==> src/rtl/gpio_pkg.sv <==
package gpio_pkg;

    localparam int BANK_BITS     = 32;
    localparam int MAX_BANKS     = 4;
    localparam int BANK_BASE     = 'h10;
    localparam int BANK_STRIDE   = 'h28;
    localparam int BANK_IDX_W    = 2;

    // Register kinds in address order inside one bank (word index 0..9)
    typedef enum logic [3:0] {
        REG_DIR      = 4'd0,
        REG_OUT      = 4'd1,
        REG_SET_OUT  = 4'd2,
        REG_CLR_OUT  = 4'd3,
        REG_IN       = 4'd4,
        REG_SET_RISE = 4'd5,
        REG_CLR_RISE = 4'd6,
        REG_SET_FALL = 4'd7,
        REG_CLR_FALL = 4'd8,
        REG_STAT     = 4'd9
    } gpio_reg_e;

endpackage

==> src/rtl/gpio_addr_dec.sv <==
module gpio_addr_dec
    import gpio_pkg::*;
#(
    parameter int NUM_BANKS = 4,
    parameter int ADDR_W    = 8
) (
    input  logic [ADDR_W-1:0]     addr,
    output logic                  hit,
    output logic [BANK_IDX_W-1:0] bank,
    output gpio_reg_e             kind
);

    localparam int SPAN = NUM_BANKS * BANK_STRIDE;

    int off;

    always_comb begin
        off  = int'(addr) - BANK_BASE;
        hit  = (addr[1:0] == 2'b00) && (off >= 0) && (off < SPAN);
        bank = '0;
        kind = REG_DIR;
        if (hit) begin
            bank = BANK_IDX_W'(off / BANK_STRIDE);
            kind = gpio_reg_e'(4'((off % BANK_STRIDE) / 4));
        end
    end

endmodule

==> src/rtl/gpio_bank.sv <==
module gpio_bank
    import gpio_pkg::*;
#(
    parameter int W = 32
) (
    input  logic          clk,
    input  logic          rst_n,
    input  logic          wr_en,
    input  gpio_reg_e     kind,
    input  logic [W-1:0]  wdata,
    input  logic [W-1:0]  pin_in,
    output logic [31:0]   rd_val,
    output logic [W-1:0]  pin_out,
    output logic [W-1:0]  pin_oe,
    output logic          irq_lo,
    output logic          irq_hi
);

    localparam int LO_W = (W < 16) ? W : 16;

    logic [W-1:0] dir_q, out_q, rise_q, fall_q, stat_q;
    logic [W-1:0] sync1_q, sync2_q, prev_q;
    logic [W-1:0] dir_d, out_d, rise_d, fall_d, stat_d;
    logic [W-1:0] clr_mask, edge_hit;

    // Register update from the bus
    always_comb begin
        dir_d    = dir_q;
        out_d    = out_q;
        rise_d   = rise_q;
        fall_d   = fall_q;
        clr_mask = '0;
        if (wr_en) begin
            unique case (kind)
                REG_DIR:      dir_d    = wdata;
                REG_OUT:      out_d    = wdata;
                REG_SET_OUT:  out_d    = out_q | wdata;
                REG_CLR_OUT:  out_d    = out_q & ~wdata;
                REG_IN:       ;
                REG_SET_RISE: rise_d   = rise_q | wdata;
                REG_CLR_RISE: rise_d   = rise_q & ~wdata;
                REG_SET_FALL: fall_d   = fall_q | wdata;
                REG_CLR_FALL: fall_d   = fall_q & ~wdata;
                REG_STAT:     clr_mask = wdata;
                default:      ;
            endcase
        end
    end

    // Edge detection on the synchronized level; new edges win over clears
    always_comb begin
        edge_hit = (sync2_q & ~prev_q & rise_q) | (~sync2_q & prev_q & fall_q);
        stat_d   = (stat_q & ~clr_mask) | edge_hit;
    end

    always_ff @(posedge clk or negedge rst_n) begin
        if (!rst_n) begin
            dir_q   <= '1;
            out_q   <= '0;
            rise_q  <= '0;
            fall_q  <= '0;
            stat_q  <= '0;
            sync1_q <= '0;
            sync2_q <= '0;
            prev_q  <= '0;
        end else begin
            dir_q   <= dir_d;
            out_q   <= out_d;
            rise_q  <= rise_d;
            fall_q  <= fall_d;
            stat_q  <= stat_d;
            sync1_q <= pin_in;
            sync2_q <= sync1_q;
            prev_q  <= sync2_q;
        end
    end

    // Read value for the addressed kind
    always_comb begin
        unique case (kind)
            REG_DIR:                   rd_val = 32'(dir_q);
            REG_OUT, REG_SET_OUT,
            REG_CLR_OUT:               rd_val = 32'(out_q);
            REG_IN:                    rd_val = 32'(sync2_q);
            REG_SET_RISE, REG_CLR_RISE: rd_val = 32'(rise_q);
            REG_SET_FALL, REG_CLR_FALL: rd_val = 32'(fall_q);
            REG_STAT:                  rd_val = 32'(stat_q);
            default:                   rd_val = '0;
        endcase
    end

    assign pin_out = out_q;
    assign pin_oe  = ~dir_q;
    assign irq_lo  = |stat_q[LO_W-1:0];

    generate
        if (W > 16) begin : g_hi
            assign irq_hi = |stat_q[W-1:16];
        end else begin : g_no_hi
            assign irq_hi = 1'b0;
        end
    endgenerate

endmodule

==> src/rtl/gpio_bank_ctrl.sv <==
module gpio_bank_ctrl
    import gpio_pkg::*;
#(
    parameter int NUM_GPIO = 128,
    parameter int ADDR_W   = 8,
    localparam int NUM_BANKS = (NUM_GPIO + BANK_BITS - 1) / BANK_BITS,
    localparam int NUM_IRQ   = 2 * NUM_BANKS
) (
    input  logic                clk,
    input  logic                rst_n,
    input  logic                bus_en,
    input  logic                bus_we,
    input  logic [ADDR_W-1:0]   bus_addr,
    input  logic [31:0]         bus_wdata,
    output logic [31:0]         bus_rdata,
    input  logic [NUM_GPIO-1:0] pin_in,
    output logic [NUM_GPIO-1:0] pin_out,
    output logic [NUM_GPIO-1:0] pin_oe,
    output logic [NUM_IRQ-1:0]  irq
);

    logic                  dec_hit;
    logic [BANK_IDX_W-1:0] dec_bank;
    gpio_reg_e             dec_kind;
    logic [31:0]           bank_rd [NUM_BANKS];
    logic [31:0]           rd_sel;
    logic [31:0]           rdata_q;

    gpio_addr_dec #(
        .NUM_BANKS (NUM_BANKS),
        .ADDR_W    (ADDR_W)
    ) u_dec (
        .addr (bus_addr),
        .hit  (dec_hit),
        .bank (dec_bank),
        .kind (dec_kind)
    );

    generate
        for (genvar b = 0; b < NUM_BANKS; b++) begin : g_bank
            localparam int LO = b * BANK_BITS;
            localparam int BW = ((NUM_GPIO - LO) >= BANK_BITS) ? BANK_BITS : (NUM_GPIO - LO);

            logic wr_sel;
            assign wr_sel = bus_en && bus_we && dec_hit && (dec_bank == BANK_IDX_W'(b));

            gpio_bank #(.W(BW)) u_bank (
                .clk     (clk),
                .rst_n   (rst_n),
                .wr_en   (wr_sel),
                .kind    (dec_kind),
                .wdata   (bus_wdata[BW-1:0]),
                .pin_in  (pin_in[LO +: BW]),
                .rd_val  (bank_rd[b]),
                .pin_out (pin_out[LO +: BW]),
                .pin_oe  (pin_oe[LO +: BW]),
                .irq_lo  (irq[2*b]),
                .irq_hi  (irq[2*b+1])
            );
        end
    endgenerate

    always_comb begin
        rd_sel = '0;
        for (int b = 0; b < NUM_BANKS; b++) begin
            if (dec_hit && (dec_bank == BANK_IDX_W'(b))) rd_sel = bank_rd[b];
        end
    end

    always_ff @(posedge clk or negedge rst_n) begin
        if (!rst_n)                rdata_q <= '0;
        else if (bus_en && !bus_we) rdata_q <= rd_sel;
    end

    assign bus_rdata = rdata_q;

endmodule

==> config.mk <==
export PLATFORM = sky130hd
export DESIGN_NAME = gpio_bank_ctrl
export DESIGN_NICKNAME = d
export VERILOG_FILES = /design/src/rtl/gpio_pkg.sv /design/src/rtl/gpio_addr_dec.sv /design/src/rtl/gpio_bank.sv /design/src/rtl/gpio_bank_ctrl.sv
export SDC_FILE = /design/constraint.sdc
export NUM_CORES = 2
export LEC_CHECK = 0
export ABC_AREA = 1
export BUFFER_PORTS_ARGS = -buffer_cell sky130_fd_sc_hd__buf_2
export CORE_MARGIN = 5
export CORE_UTILIZATION = 59
export CTS_BUF_LIST = sky130_fd_sc_hd__clkbuf_16
export CTS_CLUSTER_DIAMETER = 60
export DETAILED_ROUTE_END_ITERATION = 12
export HOLD_SLACK_MARGIN = 0.03
export PLACE_DENSITY = 0.8
export SLEW_MARGIN = 10
export SYNTH_ARGS = -nofsm -noshare
export SYNTH_HDL_FRONTEND = slang
export SYNTH_SLANG_ARGS = --single-unit
export TNS_END_PERCENT = 50
==> constraint.sdc <==
create_clock -name clk -period 1.2 [get_ports clk]
set_input_delay 0.18 -clock clk [delete_from_list [all_inputs] [get_ports clk]]
set_output_delay 0.18 -clock clk [all_outputs]
set_load 0.03 [all_outputs]
==> metrics.md, run 1 <==
| Metric | Value |
|---|---|
| Grt ovf | 16 |
| Synthesis-stage register bit count | 1056 |
| Placed wire-length estimate | approximately 130 mm |
| Asr flop ratio synth | 1.000 |
| Area after DPL | 0.05494 sq mm |
| Ys flop type | dfrtp_1 |
| Log Error | [ERROR GRT-0232] Routing congestion too high. Check the congestion heatmap in the GUI. |
| Post-synth EDFFs | 0 |
| Post-Synthesis Cell Area | 0.04606 sq mm |
| Grt repair worst endpoint | bus_rdata[24]$_DFFE_PN0P_/D |
| Starting Density | 0.5946 |
| Htree depth | 3 |
| Root Buffer Master | clkbuf_16 |
| # rows | 102 |
| WEP type | sequential cell input |
| Cells after Synth | 5275 |
| Num CTS Buffers | 111 |
| Synth cell types | 43 |
| Global Route Usage Sum | 0.8023 |
| IO Port Bufs | 467 |
| Top post-synthesis cells by count | nand2_1 (1041), dfrtp_1 (928), a21oi_1 (588) |
| Die W | 289.4 um |
| Most frequent cell after synthesis | nand2_1 |
| Stopped at | 5_1_grt |
| Largest net degree at the start of global routing | 87 |
| Synth top area cells | dfrtp_1 (50%), nand2_1 (8.5%), dfstp_2 (7.3%) |
| Syn nets | 5452 |
| Maximum clock insertion buffer count | 3 |
| Ys Warns | 0 |
| Post-synthesis sequential area ratio | 0.5772 |
| Synth area leader | dfrtp_1 |
| Vert. Die Dim | 289.4 um |
| GP Congestion | 1.051 |
| Yosys top cell area share | 0.5042 |
| Status | aborted with a tool error |
| Top-Level Pins | 468 |
| CTS sink cnt | 1056 |
| Syn avg cell area | about 8.7 sq um |
-- what timing repair did --
action | in CTS
endpoints found under the hold margin | 1370
endpoints found under the setup margin | 968
resized for setup | 234
pin swaps | 45
gates cloned | 38
hold buffers | 162
setup buffers | 71
-- routing by layer --
| metal | global-route usage | overflow |
|---|---|---|
| met1 | 0.7757 | 1 |
| met2 | 0.8911 | 8 |
| met3 | 0.7639 | 0 |
| met4 | 0.7684 | 6 |
| met5 | 0.6645 | 1 |
-- cells by family after synthesis --
kind of cell               synth area share
and+or+nand+nor                      0.1750
AOI/OAI and AO/OA                    0.1638
xor gates and xnor gates          0.0007336
adders and majority gates          0.001358
DFF                                  0.5772
buffers and inverters               0.08198
-- metrics by stage --
| stage | hold WS [ns] | setup WS, ns | setup TNS (ns) | instances |
|---|---|---|---|---|
| 2_1_floorplan | -0.1156 | -2.383 | -1563.08 | 5275 |
| 3_3_place_gp | 0.06941 | -3.043 | -1867.92 | 7111 |
| 3_5_place_dp | 0.07087 | -3.163 | -1957.11 | 7111 |
| 4_1_cts | 0.1082 | -2.149 | -1444.34 | 7591 |
==> inputs of run 2 (changes only) <==
Settings changed: CORE_UTILIZATION 59 to 40, CTS_BUF_LIST sky130_fd_sc_hd__clkbuf_16 to not set, CTS_CLUSTER_DIAMETER 60 to not set, HOLD_SLACK_MARGIN 0.03 to not set, PLACE_DENSITY 0.8 to not set, PLACE_DENSITY_LB_ADDON set to 0.15.
==> metrics.md, run 2 <==
| Metric | Value |
|---|---|
| Status | finished, violations left (was aborted with a tool error) |
| Failing checks | setup timing |
| Commonest cells after routing, fill and taps aside | nand2_1 (968), dfrtp_1 (928), buf_4 (632) |
| PD cells | around 1400 mW/mm^2 |
| Num CTS Buffers | 116 (was 111) |
| Ys Warns | 0 (unchanged) |
| Slew HR | 0.4363 |
| Worst Tran Pin Value | approximately 0.85 ns |
| RSZ-0062 raised after global routing | true |
| Final setup violation count | 968 |
| Final net count | 6794 |
| Slew Viols, Final | 0 |
| Max stage delay on crit path | 0.27 ns |
| LEAKAGE | 30.91 nW |
| IO Port Bufs | 467 (unchanged) |
| Tcrit/Tclk final | 2.936 |
| Share of layout cells above drive strength 1 | 0.3214 |
| Final Instance Area | 0.06719 sq mm |
| Vert. Die Dim | 349.3 um (was 289.4 um) |
| Max-cap viol count | 0 |
| Htree depth | 3 (unchanged) |
| Post-Synthesis Cell Area | 0.04606 sq mm (unchanged) |
| Clock Pin Slew Worst Setup and Hold Paths | around 0.060 ns |
| Top post-synthesis cells by count | nand2_1 (1041), dfrtp_1 (928), a21oi_1 (588) (unchanged) |
| Fmax | 0.2838 GHz |
| # rows | 124 (was 102) |
| Yosys top cell area share | 0.5042 (unchanged) |
| Synth top area cells | dfrtp_1 (50%), nand2_1 (8.5%), dfstp_2 (7.3%) (unchanged) |
| CTS tree | yes |
| Ys flop type | dfrtp_1 (unchanged) |
| Most common cell after layout, fill and taps aside | nand2_1 |
| Full die area | 0.1220 sq mm |
| Root Buffer Master | clkbuf_16 (unchanged) |
| Initial antenna violation count | 8 |
| Die W | 349.3 um (was 289.4 um) |
| Post-synth EDFFs | 0 (unchanged) |
| Setup ws final | -2.324 ns |
| Vias | approximately 46000 |
| Drt pass-1 iters | 6 |
| Maximum clock insertion buffer count | 3 (unchanged) |
| Area after DPL | 0.05665 sq mm (was 0.05494 sq mm) |
| Global Route Usage Sum | 0.3392 |
| HP Class | input port to register |
| CP Class | input port to register |
| Post-Route WL | 220.6 mm |
| Synth cell types | 43 (unchanged) |
| DR iter-0 viols | 6099 |
| Synth area leader | dfrtp_1 (unchanged) |
| Placed wire-length estimate | 144.2 mm (was 128.1 mm) |
| Max Clock Skew | 0.03275 ns |
| Synthesis-stage register bit count | 1056 (unchanged) |
| Area Overhead vs Synth | 45.88% |
| Final hold vios | 0 |
| GP Congestion | 0.9243 (was 1.051) |
| DRC viols | 0 |
| Startpoint Class | input port |
| Comb power frac | 0.167 |
| Minimum clock period after layout | 3.524 ns |
| First-pass GRT wire length | 305.4 mm |
| Core Region | 0.1143 sq mm |
| Asr flop ratio synth | 1.000 (unchanged) |
| Req. time, crit path | 1.82 ns |
| Fillcell total | 9939 |
| Syn avg cell area | 8.732 sq um (unchanged) |
| CP Capture Type | register |
| Crit Path Max Fanout | 7 |
| Max VDD drop | roughly 0.0014 V |
| Largest net degree at the start of global routing | 83 |
| Vias per cell | 5.626 |
| Syn nets | 5452 (unchanged) |
| Routed Antenna Nets | 0 |
| Vias in the first global route | 44110 |
| Sw Pwr | ~27 mW |
| Reg power frac | 0.414 |
| Starting Density | 0.4028 (was 0.5946) |
| Arrival time worst endpoint | slightly above 4 ns |
| Cells after Synth | 5275 (unchanged) |
| Worst Setup Slack post-DPL | -3.524 ns (was -3.163 ns) |
| Clock network fraction of total power | 0.418 |
| CTS sink cnt | 1056 (unchanged) |
| Grt ovf | 0 |
| Clock Latency Late Sink | 0.74 ns |
| Top-Level Pins | 468 (unchanged) |
| Post-synthesis sequential area ratio | 0.5772 (unchanged) |
| Slowest-stage cell, CP | xor2_2 |
| Int Pwr | just under 70 mW |
| Most frequent cell after synthesis | nand2_1 (unchanged) |
| Mean routed wirelength per cell | 26.79 um |
| Sw frac | 0.2863 |
-- run 2: cell counts after synthesis --
Identical to the previous run, type by type.
-- run 2: cells by family after synthesis --
family / count (synthesis) / synth area share
xor+xnor: 3 / 0.0007336
flops: 1056 / 0.5772
fa+ha+maj: 5 / 0.001358
buf+inv: 921 / 0.08198
simple gates: 1890 / 0.1750
compound gates: 1400 / 0.1638
-- run 2: final timing paths --
kind	from	to	slack (ns)	depth (start not counted)
max	bus_addr[4]	bus_rdata[9]$_DFFE_PN0P_	-2.32	32
min	pin_in[29]	g_bank[0].u_bank.sync1_q[29]$_DFF_PN0_	0.08	2
max reg2reg	g_bank[0].u_bank.stat_q[31]$_DFF_PN0_	bus_rdata[31]$_DFFE_PN0P_	-0.27	9
min reg2reg	g_bank[0].u_bank.sync1_q[6]$_DFF_PN0_	g_bank[0].u_bank.sync2_q[6]$_DFF_PN0_	0.33	0
max in group asynchronous	rst_n	g_bank[1].u_bank.dir_q[25]$_DFFE_PN1P_	0.43	4
min in group asynchronous	rst_n	asynchronous set/reset pin	0.17	3
-- run 2: area by class of cell --
class / count / area (sq um) / share of cell area
clock inverter: 45 / 745.7 / 0.01110
multi-input combinational: 3299 / 17670 / 0.2630
antenna: 3 / 7.507 / 0.0001117
timing repair buffer: 1555 / 14530 / 0.2162
sequential: 1056 / 26590 / 0.3957
clock buffer: 176 / 3493 / 0.05199
inverter: 589 / 2268 / 0.03376
tap: 1512 / 1892 / 0.02815
-- run 2: critical path: cells and delay by family --
kind / cells / cell delay (ns)
simple gates: 13 / 1.34
buf+inv: 10 / 1.24
compound gates: 5 / 0.60
fa+ha+maj: 3 / 0.48
xor+xnor: 1 / 0.27
-- run 2: power by group through the flow --
stage               Sequential [mW]  Clock, mW  Combinational, mW
finish                         39.3       39.6               15.9
global route                   39.4       41.4               16.8
CTS                            39.2       40.0               15.0
detailed placement             39.8          0               13.7
global placement               39.8          0               13.6
floorplan                      39.8          0               5.94
-- run 2: routing by layer --
metal | global-route usage | vias to the layer above | share of wire
met5 | 0 | - | 0.00015
met4 | 0.1501 | 6 | 0.056
met3 | 0.07676 | 596 | 0.12
met2 | 0.4990 | 2873 | 0.42
met1 | 0.4824 | 22690 | 0.41
li1 | - | 20170 | -
-- run 2: what timing repair did --
item	4_1_cts	5_1_grt
resized for setup	239	422
setup endpoints to repair	968	968
hold endpoints to repair	1527	0
pin swaps	88	131
hold buffers	161	0
setup buffers	79	37
gates cloned	27	30
-- run 2: metrics by stage --
stage	TNS [ns]	util	instances	hold slack, ns	power [mW]
after floorplan	-1563.08	-	5275	-0.1156	45.78
after global placement	-2128.76	0.4955	7698	0.2876	53.42
after detailed placement	-2152.90	0.4955	7698	0.2893	53.48
after CTS	-1521.21	0.5672	8181	0.05630	94.16
after global routing	-1729.29	0.5876	8232	0.06988	97.56
final	-1589.37	0.5876	8235	0.08250	94.75
Power figures use the tool's default switching activity.
